### src/rtl/sio_cfg_pkg.sv
package sio_cfg_pkg;

  localparam int KEY_LEN = 4;
  localparam logic [7:0] UNLOCK_KEY [KEY_LEN] = '{8'h87, 8'h01, 8'h55, 8'h55};

  localparam logic [7:0] IDX_EXIT   = 8'h02;
  localparam logic [7:0] EXIT_VALUE = 8'h02;
  localparam logic [7:0] IDX_LDN    = 8'h07;
  localparam logic [7:0] IDX_ID_HI  = 8'h20;
  localparam logic [7:0] IDX_ID_LO  = 8'h21;
  localparam logic [7:0] IDX_REV    = 8'h22;
  localparam logic [7:0] BANK_BASE  = 8'h30;

  typedef enum logic [2:0] {
    KEY_WAIT0 = 3'd0,
    KEY_WAIT1 = 3'd1,
    KEY_WAIT2 = 3'd2,
    KEY_WAIT3 = 3'd3,
    CFG_OPEN  = 3'd4
  } cfg_state_e;

  typedef struct packed {
    logic       unlocked;
    logic       idxRd;
    logic       dataRd;
    logic       dataWr;
    logic [7:0] index;
  } cfg_stb_t;

endpackage

### src/rtl/sio_cfg_ctrl.sv
module sio_cfg_ctrl
  import sio_cfg_pkg::*;
(
  input  logic       clk,
  input  logic       rstN,
  input  logic       idxWr,
  input  logic       idxRd,
  input  logic       dataWr,
  input  logic       dataRd,
  input  logic [7:0] wdata,
  output cfg_stb_t   stb
);

  cfg_state_e state, stateNxt;
  logic [7:0] curIdx, idxNxt;

  always_comb begin
    stateNxt = state;
    idxNxt   = curIdx;
    if (state == CFG_OPEN) begin
      if (idxWr) begin
        idxNxt = wdata;
      end else if (dataWr && curIdx == IDX_EXIT && wdata == EXIT_VALUE) begin
        stateNxt = KEY_WAIT0;
        idxNxt   = '0;
      end
    end else if (idxWr) begin
      // key matching: advance on the expected byte, restart otherwise
      if (wdata == UNLOCK_KEY[state[1:0]]) begin
        stateNxt = (state == KEY_WAIT3) ? CFG_OPEN : cfg_state_e'(state + 3'd1);
      end else if (wdata == UNLOCK_KEY[0]) begin
        stateNxt = KEY_WAIT1;
      end else begin
        stateNxt = KEY_WAIT0;
      end
    end
  end

  always_ff @(posedge clk or negedge rstN) begin
    if (!rstN) begin
      state  <= KEY_WAIT0;
      curIdx <= '0;
    end else begin
      state  <= stateNxt;
      curIdx <= idxNxt;
    end
  end

  always_comb begin
    stb.unlocked = (state == CFG_OPEN);
    stb.idxRd    = idxRd;
    stb.dataRd   = dataRd;
    stb.dataWr   = dataWr;
    stb.index    = curIdx;
  end

endmodule

### src/rtl/sio_cfg_regs.sv
module sio_cfg_regs
  import sio_cfg_pkg::*;
#(
  parameter int          NUM_LDN   = 8,
  parameter int          BANK_REGS = 16,
  parameter logic [15:0] CHIP_ID   = 16'h8728,
  parameter logic [3:0]  CHIP_REV  = 4'h6
) (
  input  logic       clk,
  input  logic       rstN,
  input  cfg_stb_t   stb,
  input  logic [7:0] wdata,
  output logic [7:0] rdData,
  output logic       rdValid
);

  localparam int BANK_AW = (BANK_REGS > 1) ? $clog2(BANK_REGS) : 1;
  localparam int LDN_AW  = (NUM_LDN > 1) ? $clog2(NUM_LDN) : 1;

  logic [7:0] ldnReg;
  logic [7:0] bankMem [NUM_LDN][BANK_REGS];
  logic [7:0] offs;
  logic       bankHit, ldnValid, bankWr, ldnWr;
  logic [7:0] rdNext;

  assign offs     = stb.index - BANK_BASE;
  assign bankHit  = (stb.index >= BANK_BASE) && (int'(offs) < BANK_REGS);
  assign ldnValid = int'(ldnReg) < NUM_LDN;
  assign bankWr   = stb.unlocked && stb.dataWr && bankHit && ldnValid;
  assign ldnWr    = stb.unlocked && stb.dataWr && (stb.index == IDX_LDN);

  always_ff @(posedge clk or negedge rstN) begin
    if (!rstN) begin
      ldnReg <= '0;
    end else if (ldnWr) begin
      ldnReg <= wdata;
    end
  end

  always_ff @(posedge clk or negedge rstN) begin
    if (!rstN) begin
      for (int d = 0; d < NUM_LDN; d++) begin
        for (int r = 0; r < BANK_REGS; r++) begin
          bankMem[d][r] <= '0;
        end
      end
    end else if (bankWr) begin
      bankMem[ldnReg[LDN_AW-1:0]][offs[BANK_AW-1:0]] <= wdata;
    end
  end

  always_comb begin
    rdNext = 8'hFF;
    if (stb.idxRd) begin
      rdNext = stb.unlocked ? stb.index : 8'hFF;
    end else if (stb.unlocked) begin
      rdNext = 8'h00;
      if (bankHit) begin
        if (ldnValid) rdNext = bankMem[ldnReg[LDN_AW-1:0]][offs[BANK_AW-1:0]];
      end else begin
        case (stb.index)
          IDX_LDN:   rdNext = ldnReg;
          IDX_ID_HI: rdNext = CHIP_ID[15:8];
          IDX_ID_LO: rdNext = CHIP_ID[7:0];
          IDX_REV:   rdNext = {4'h0, CHIP_REV};
          default:   rdNext = 8'h00;
        endcase
      end
    end
  end

  always_ff @(posedge clk or negedge rstN) begin
    if (!rstN) begin
      rdData  <= 8'hFF;
      rdValid <= 1'b0;
    end else begin
      rdValid <= stb.idxRd || stb.dataRd;
      if (stb.idxRd || stb.dataRd) rdData <= rdNext;
    end
  end

endmodule

### src/rtl/sio_cfg_port.sv
module sio_cfg_port
  import sio_cfg_pkg::*;
#(
  parameter int          ADDR_W     = 16,
  parameter logic [15:0] INDEX_ADDR = 16'h002E,
  parameter int          NUM_LDN    = 8,
  parameter int          BANK_REGS  = 16,
  parameter logic [15:0] CHIP_ID    = 16'h8728,
  parameter logic [3:0]  CHIP_REV   = 4'h6
) (
  input  logic              clk,
  input  logic              rstN,
  input  logic [ADDR_W-1:0] busAddr,
  input  logic              busWr,
  input  logic              busRd,
  input  logic [7:0]        busWdata,
  output logic [7:0]        rdData,
  output logic              rdValid
);

  localparam logic [ADDR_W-1:0] IDX_PORT  = INDEX_ADDR[ADDR_W-1:0];
  localparam logic [ADDR_W-1:0] DATA_PORT = IDX_PORT + 1'b1;

  logic     idxHit, dataHit;
  cfg_stb_t ctlStb;

  assign idxHit  = (busAddr == IDX_PORT);
  assign dataHit = (busAddr == DATA_PORT);

  sio_cfg_ctrl u_ctrl (
    .clk    (clk),
    .rstN   (rstN),
    .idxWr  (busWr && idxHit),
    .idxRd  (busRd && idxHit),
    .dataWr (busWr && dataHit),
    .dataRd (busRd && dataHit),
    .wdata  (busWdata),
    .stb    (ctlStb)
  );

  sio_cfg_regs #(
    .NUM_LDN   (NUM_LDN),
    .BANK_REGS (BANK_REGS),
    .CHIP_ID   (CHIP_ID),
    .CHIP_REV  (CHIP_REV)
  ) u_regs (
    .clk     (clk),
    .rstN    (rstN),
    .stb     (ctlStb),
    .wdata   (busWdata),
    .rdData  (rdData),
    .rdValid (rdValid)
  );

endmodule

### config.mk
export PLATFORM = sky130hd
export DESIGN_NAME = sio_cfg_port
export DESIGN_NICKNAME = d
export VERILOG_FILES = /design/src/rtl/sio_cfg_pkg.sv /design/src/rtl/sio_cfg_ctrl.sv /design/src/rtl/sio_cfg_regs.sv /design/src/rtl/sio_cfg_port.sv
export SDC_FILE = /design/constraint.sdc
export NUM_CORES = 2
export LEC_CHECK = 0
export BUFFER_PORTS_ARGS = -buffer_cell sky130_fd_sc_hd__buf_4
export CAP_MARGIN = 5
export CORE_MARGIN = 3
export CORE_UTILIZATION = 30
export DETAILED_ROUTE_END_ITERATION = 16
export HOLD_SLACK_MARGIN = 0.15
export PLACE_DENSITY = 0.52
export SYNTH_ARGS = -nofsm -noshare
export SYNTH_HDL_FRONTEND = slang
export SYNTH_SLANG_ARGS = --single-unit
### constraint.sdc
create_clock -name clk -period 5 [get_ports clk]
set_input_delay 1 -clock clk [delete_from_list [all_inputs] [get_ports clk]]
set_output_delay 1 -clock clk [all_outputs]
set_load 0.01 [all_outputs]
# == After elaboration in Yosys (flattened, before gate mapping) ==
# Index checks and enable logic that the tools add are counted.
# word_totals
reg_bits,1052
output_inout_bits,9
wordCells,206
# op_classes
add_sub_neg,2
magnitude_cmp,8
n_eq_ne,13
n_mux,29
bitwise,3
n_reduce_logical,18
# ops
op,count
$bwmux 1024,1
$bmux 128 s3,1
$demux 128 s3,1
$mux 128,3
$mux 8,12
$bmux 8 s4,1
$demux 8 s4,1
$eq 16x6->1 const B,2
$pmux 8 s4,1
$eq 8x6->1 const B,3
$mux 3,6
$bmux 8 s2,1
$eq 8x2->1 const B,2
$logic_and 1x1->1,13
$eq 8x3->1 const B,1
$eq 8x8->1,1
$eq 8x8->1 const B,1
$ge 8x6->1 const B,1
$lt 8x4->1 const B,1
$lt 8x5->1 const B,1
$sub 8x6->8 const B,1
$ge 5x5->1 const B,1
$lt 5x1->1 const B,1
$not 4->5,1
14 further kinds,15

# == Logic depth before layout (Yosys ltp) ==
# depth
ltp_word,11
ltp_mapped,12

# == Cells and area by module ==
# From an unflattened synthesis, not the netlist that was laid out.
# unflattened
cells_unflattened,3282
hier_area_um2,49089.6
# by_module_without_submodules
module,instances,cells_per_inst,area_each_um2,seq_area_each_um2
sio_cfg_regs,1,3205,48331.4,26060.0
sio_cfg_ctrl,1,66,674.4,275.3
sio_cfg_port,1,11,83.8,0.0

# == Worst setup path after synthesis ==
# OpenSTA, ideal clock, no wires.
# synth_timing
path_type,input port to flip-flop
startpoint,in busAddr[10]
endpoint,reg u_regs.bankMem[512] in the netlist's numbering
setup_ps,125
arrival_time_ps,2989
required_time_ps,4875
slack_ps,1886
cell_stages,10
n_path_buf,3
path_cell_list,nor4_1 > nand4_1 > nor3_2 > and2_1 > buf_2 > nand3b_1 > buf_2 > buf_6 > nor2_8 > mux2_2
# synth_via
elab_chain_len,5
# synth_rtl
element,line_no,rtl
from (decl),sio_cfg_port.sv:13,"input logic [ADDR_W-1:0] busAddr,"
$eq 16x6->1,sio_cfg_port.sv:28,assign dataHit = (busAddr == DATA_PORT);
$logic_and 1x1->1,sio_cfg_port.sv:35,".dataWr (busWr && dataHit),"
$logic_and 1x1->1 (3 in series),sio_cfg_regs.sv:29,assign bankWr = stb.unlocked && stb.dataWr && bankHit && ldnValid;
"to (signal, indexed assignment)",sio_cfg_regs.sv:48,bankMem[ldnReg[LDN_AW-1:0]][offs[BANK_AW-1:0]] <= wdata;
to (decl),sio_cfg_regs.sv:21,logic [7:0] bankMem [NUM_LDN][BANK_REGS];
# No other way between the ends.
# A chain may end at the register's enable or synchronous reset.

# == Final worst setup path ==
# layout_timing
startpoint,reg u_regs.ldnReg[0]
endpoint,reg u_regs.rdData[4]
# layout_via
elab_chain_len,11
elab_cells_between_ends,12
classes_between,1 x order compare; 10 x mux; 1 x bitwise
# layout_rtl
element,line_no,rtl
from (decl),sio_cfg_regs.sv:20,logic [7:0] ldnReg;
from (signal assigned),sio_cfg_regs.sv:36,ldnReg <= wdata;
$not 3->4 (not written as such),sio_cfg_regs.sv:59,if (ldnValid) rdNext = bankMem[ldnReg[LDN_AW-1:0]][offs[BANK_AW-1:0]];
$bmux 128 s3,sio_cfg_regs.sv:59,
$mux 128 (not written as such) (2 in series),sio_cfg_regs.sv:59,
$bmux 8 s4,sio_cfg_regs.sv:59,
$mux 8 (not written as such) (2 in series),sio_cfg_regs.sv:59,
$mux 8 (*),sio_cfg_regs.sv:59,
$mux 8 (*),sio_cfg_regs.sv:58,if (bankHit) begin
$mux 8 (*),sio_cfg_regs.sv:56,end else if (stb.unlocked) begin
$mux 8 (*),sio_cfg_regs.sv:54,if (stb.idxRd) begin
to (signal assigned),sio_cfg_regs.sv:78,if (stb.idxRd || stb.dataRd) rdData <= rdNext;
to (decl),sio_cfg_regs.sv:13,"output logic [7:0] rdData,"
# Mark *: on every way between the ends. The rest lies on a longest branch, timed or not. The select of a mux whose other input is x is not followed.

==> summary.md <==
| Metric | Value |
|---|---|
| Synthesized flop and latch total | 1052 |
| Final worst path period need | 3720 ps |
| CP Class | reg2reg |
| Clock power share | 0.503 |
| Post-synth net total | 3291 |
| Measured slew at the worst slew-check pin | 1130 ps |
| CTS sink cnt | 1052 |
| First-pass GRT wire length | 208 mm |
| Clock transition at path regs | 60 ps |
| Post-synth top area share | 0.531 |
| I/O pins | 37 |
| CTS-repair resized insts | 0 |
| Worst ir drop on vdd | 0.299 mV |
| Total power | 18.0 mW |
| Adder-Cell Fraction of Synth Area | 0.00102 |
| Layout cell share with drive strength beyond 1 | 0.498 |
| Async S/R FF share, synth | 1.00 |
| Post-DP HPWL | 88.2 mm |
| Crit path required time | 5640 ps |
| Slew Viols, Final | 0 |
| Layout Utilization | 0.345 |
| Worst-path cell chain | buf_12 > mux4_2 > a221oi_1 > o21ai_0 > o21ai_0 > or4_1 > a31oi_1 |
| Starting Density | 0.302 |
| Max Cap Viol | 0 |
| Post-synthesis cell area | 49200 sq um |
| Switching share of power | 0.222 |
| Synth area leaders | dfrtp_1, mux2_2, mux4_2 |
| Die height | 411 um |
| Synth top cells by count | dfrtp_1, mux2_2, mux4_2 |
| Drt wl/cell | 24.9 um |
| TritonCTS clock tree | done |
| Core ar. | 163000 sq um |
| Post-Route Skew | 49.1 ps |
| # setup viols final | 0 |
| Die Area | 169000 sq um |
| Max frequency | 269 MHz |
| Relative max-transition margin | 0.246 |
| RSZ-0062 raised after global routing | false |
| Hold crit path type | in2async |
| Final Worst Setup Slack | 1280 ps |
| Critical Path AT | 4360 ps |
| Total placed cells including tap cells | 5342 |
| Crit-path slowest cell | dfrtp_4 |
| Post-synthesis compound-gate area fraction | 0.0321 |
| Global Route Usage Sum | 0.163 |
| Largest net degree at the start of global routing | 102 |
| Synth Flop Type | dfrtp_1 |
| Rows | 148 |
| Most frequent cell after synthesis | dfrtp_1 |
| Register area share after synthesis | 0.535 |
| Vias | 28.5k |
| Yosys warns | 0 |
| GPL Wtd Cong | 0.809 |
| Status | finished, final reports clean |
| # DRC | 0 |
| Num CTS Buffers | 118 |
| Initial drt markers | 1868 |
| P_int | 14.0 mW |
| Main combinational cell family by area after synthesis | multiplexers |
| Final Cycle Share | 0.744 |
| Nets | 3319 |
| Area growth syn-to-layout | 14.2% |
| Final hold vios | 0 |
| Post-route ant nets | 0 |
| Setup TNS | 0 ps |
| Power Density | 320 nW/um^2 |
| Crit end category | register |
| Vias in the first global route | 29.7k |
| Final hold slack | 321 ps |
| Net Sw Power | 3.99 mW |
| Clock buffer depth | 3 |
| Post-Synth Simple-Gate Area | 0.0445 |
| Clock latency on the worst-skew pair | 750 ps |
| Syn_area_per_cell | 15.1 sq um |
| Total setup buffers inserted after CTS | 0 |
| Port buffer count | 36 |
| XOR/XNOR share of the synthesized area | 0.000356 |
| Post-Synthesis Cells | 3259 |
| Top cell type by total area after synthesis | dfrtp_1 |
| Library cells used by synthesis | 71 |
| Post-synthesis mux area share | 0.361 |
| Sequential cell fraction of total power | 0.474 |
| Root buffer cell | clkbuf_16 |
| Vias/cell | 5.13 |
| DP Worst Slack | 740 ps |
| DR pass1 iterations | 5 |
| Initial antenna violation count | 2 |
| Total grt overflow | 0 |
| Critical path peak fanout | 32 |
| Critical Path Most Common Cell | o21ai_0 |
| Area after DPL | 52100 sq um |
| Design Area, Final | 56200 sq um |
| Peak per-stage delay on the critical path | 940 ps |
| Crit start category | register |
| Post-Layout Cell Count | 5563 |
| CTS H-tree lvls | 3 |
| Final wirelength | 138 mm |
| Combinational power share | 0.023 |
| Post-CTS Hold Fix Bufs | 0 |
| Pleak | 25.6 nW |
| Number of synthesized flops with an enable pin | 0 |
| Chip Width | 411 um |
## critical path, delay by kind of cell (launching register included)
family / cells / cell delay (ps)
DFF: 1 / 940
AOI/OAI and AO/OA: 4 / 1470
buffers and inverters: 1 / 340
and+or+nand+nor: 1 / 200
muxes: 1 / 590
## layout make-up
type	instances	area, sq um
Antenna cell	1	2.50
Clock buffer	176	3500
Clock inverter	44	574
Fill cell	15921	107000
Inverter	7	26.3
Multi-Input combinational cell	1963	21700
Sequential cell	1052	26300
Tap cell	2175	2720
Timing Repair Buffer	145	1400
## path summary, 6_finish.rpt
check / from / end / slack [ps] / cells after the start
max in group asynchronous: rstN / u_regs.bankMem[724] / 3540 / 2
min in group clk: u_regs.bankMem[470] / u_regs.bankMem[470] / 480 / 1
worst min register to register: u_regs.bankMem[470] / u_regs.bankMem[470] / 480 / 1
worst max-delay path: u_regs.ldnReg[0] / u_regs.rdData[4] / 1280 / 7
worst max register to register: u_regs.ldnReg[0] / u_regs.rdData[4] / 1280 / 7
worst min-delay path: rstN / u_regs.bankMem[554] / 320 / 1
## routing by layer
metal / share of wire / up-vias / track usage
met5: 0.000094 / - / 0
met4: 0.029 / 2 / 0.0520
met3: 0.041 / 196 / 0.0268
met2: 0.46 / 527 / 0.254
met1: 0.47 / 15577 / 0.232
li1: - / 12244 / -
## cell usage in the layout, fill, tap and decap left out, drive strengths merged, types with 3 or more instances in the layout
cell type / count
dfrtp: 1044
mux2: 1033
mux4: 203
clkbuf: 176
mux2i: 158
nor2: 147
buf: 145
nand2: 87
o221ai: 54
a21oi: 47
o21ai: 40
o22ai: 29
clkinv: 29
nand3: 19
nor3: 17
a22o: 11
bufinv: 11
or3: 10
nand2b: 10
inv: 10
a22oi: 9
o211ai: 8
dfstp: 8
o2111ai: 7
nor3b: 7
or4: 6
a31oi: 6
nor2b: 5
a211oi: 4
ha: 4
nor4b: 4
and2: 4
or2: 3
o31ai: 3
or4b: 3
nand4: 3
## registers in the layout, summed over array words and instances, names as in the netlist
name	cells
u_ctrl.curIdx	8
u_ctrl.state	3
u_regs.bankMem	1024
u_regs.ldnReg	8
u_regs.rdData	8
u_regs.rdValid	1
## power groups by stage
stage	Clock, mW	Combinational, mW	Sequential [mW]
5_1_grt	9.64	0.457	8.51
4_1_cts	9.29	0.424	8.51
6_report	9.04	0.408	8.52
3_3_place_gp	0	0.424	8.67
2_1_floorplan	0	0.0976	8.67
3_5_place_dp	0	0.423	8.67
## cell families after synthesis
kind of cell / Yosys count
flops: 1052
simple gates: 332
mux: 1394
xor+xnor: 2
compound gates: 231
fa+ha+maj: 4
buf+inv: 244
Note: power is estimated with default switching activity, not from simulation.
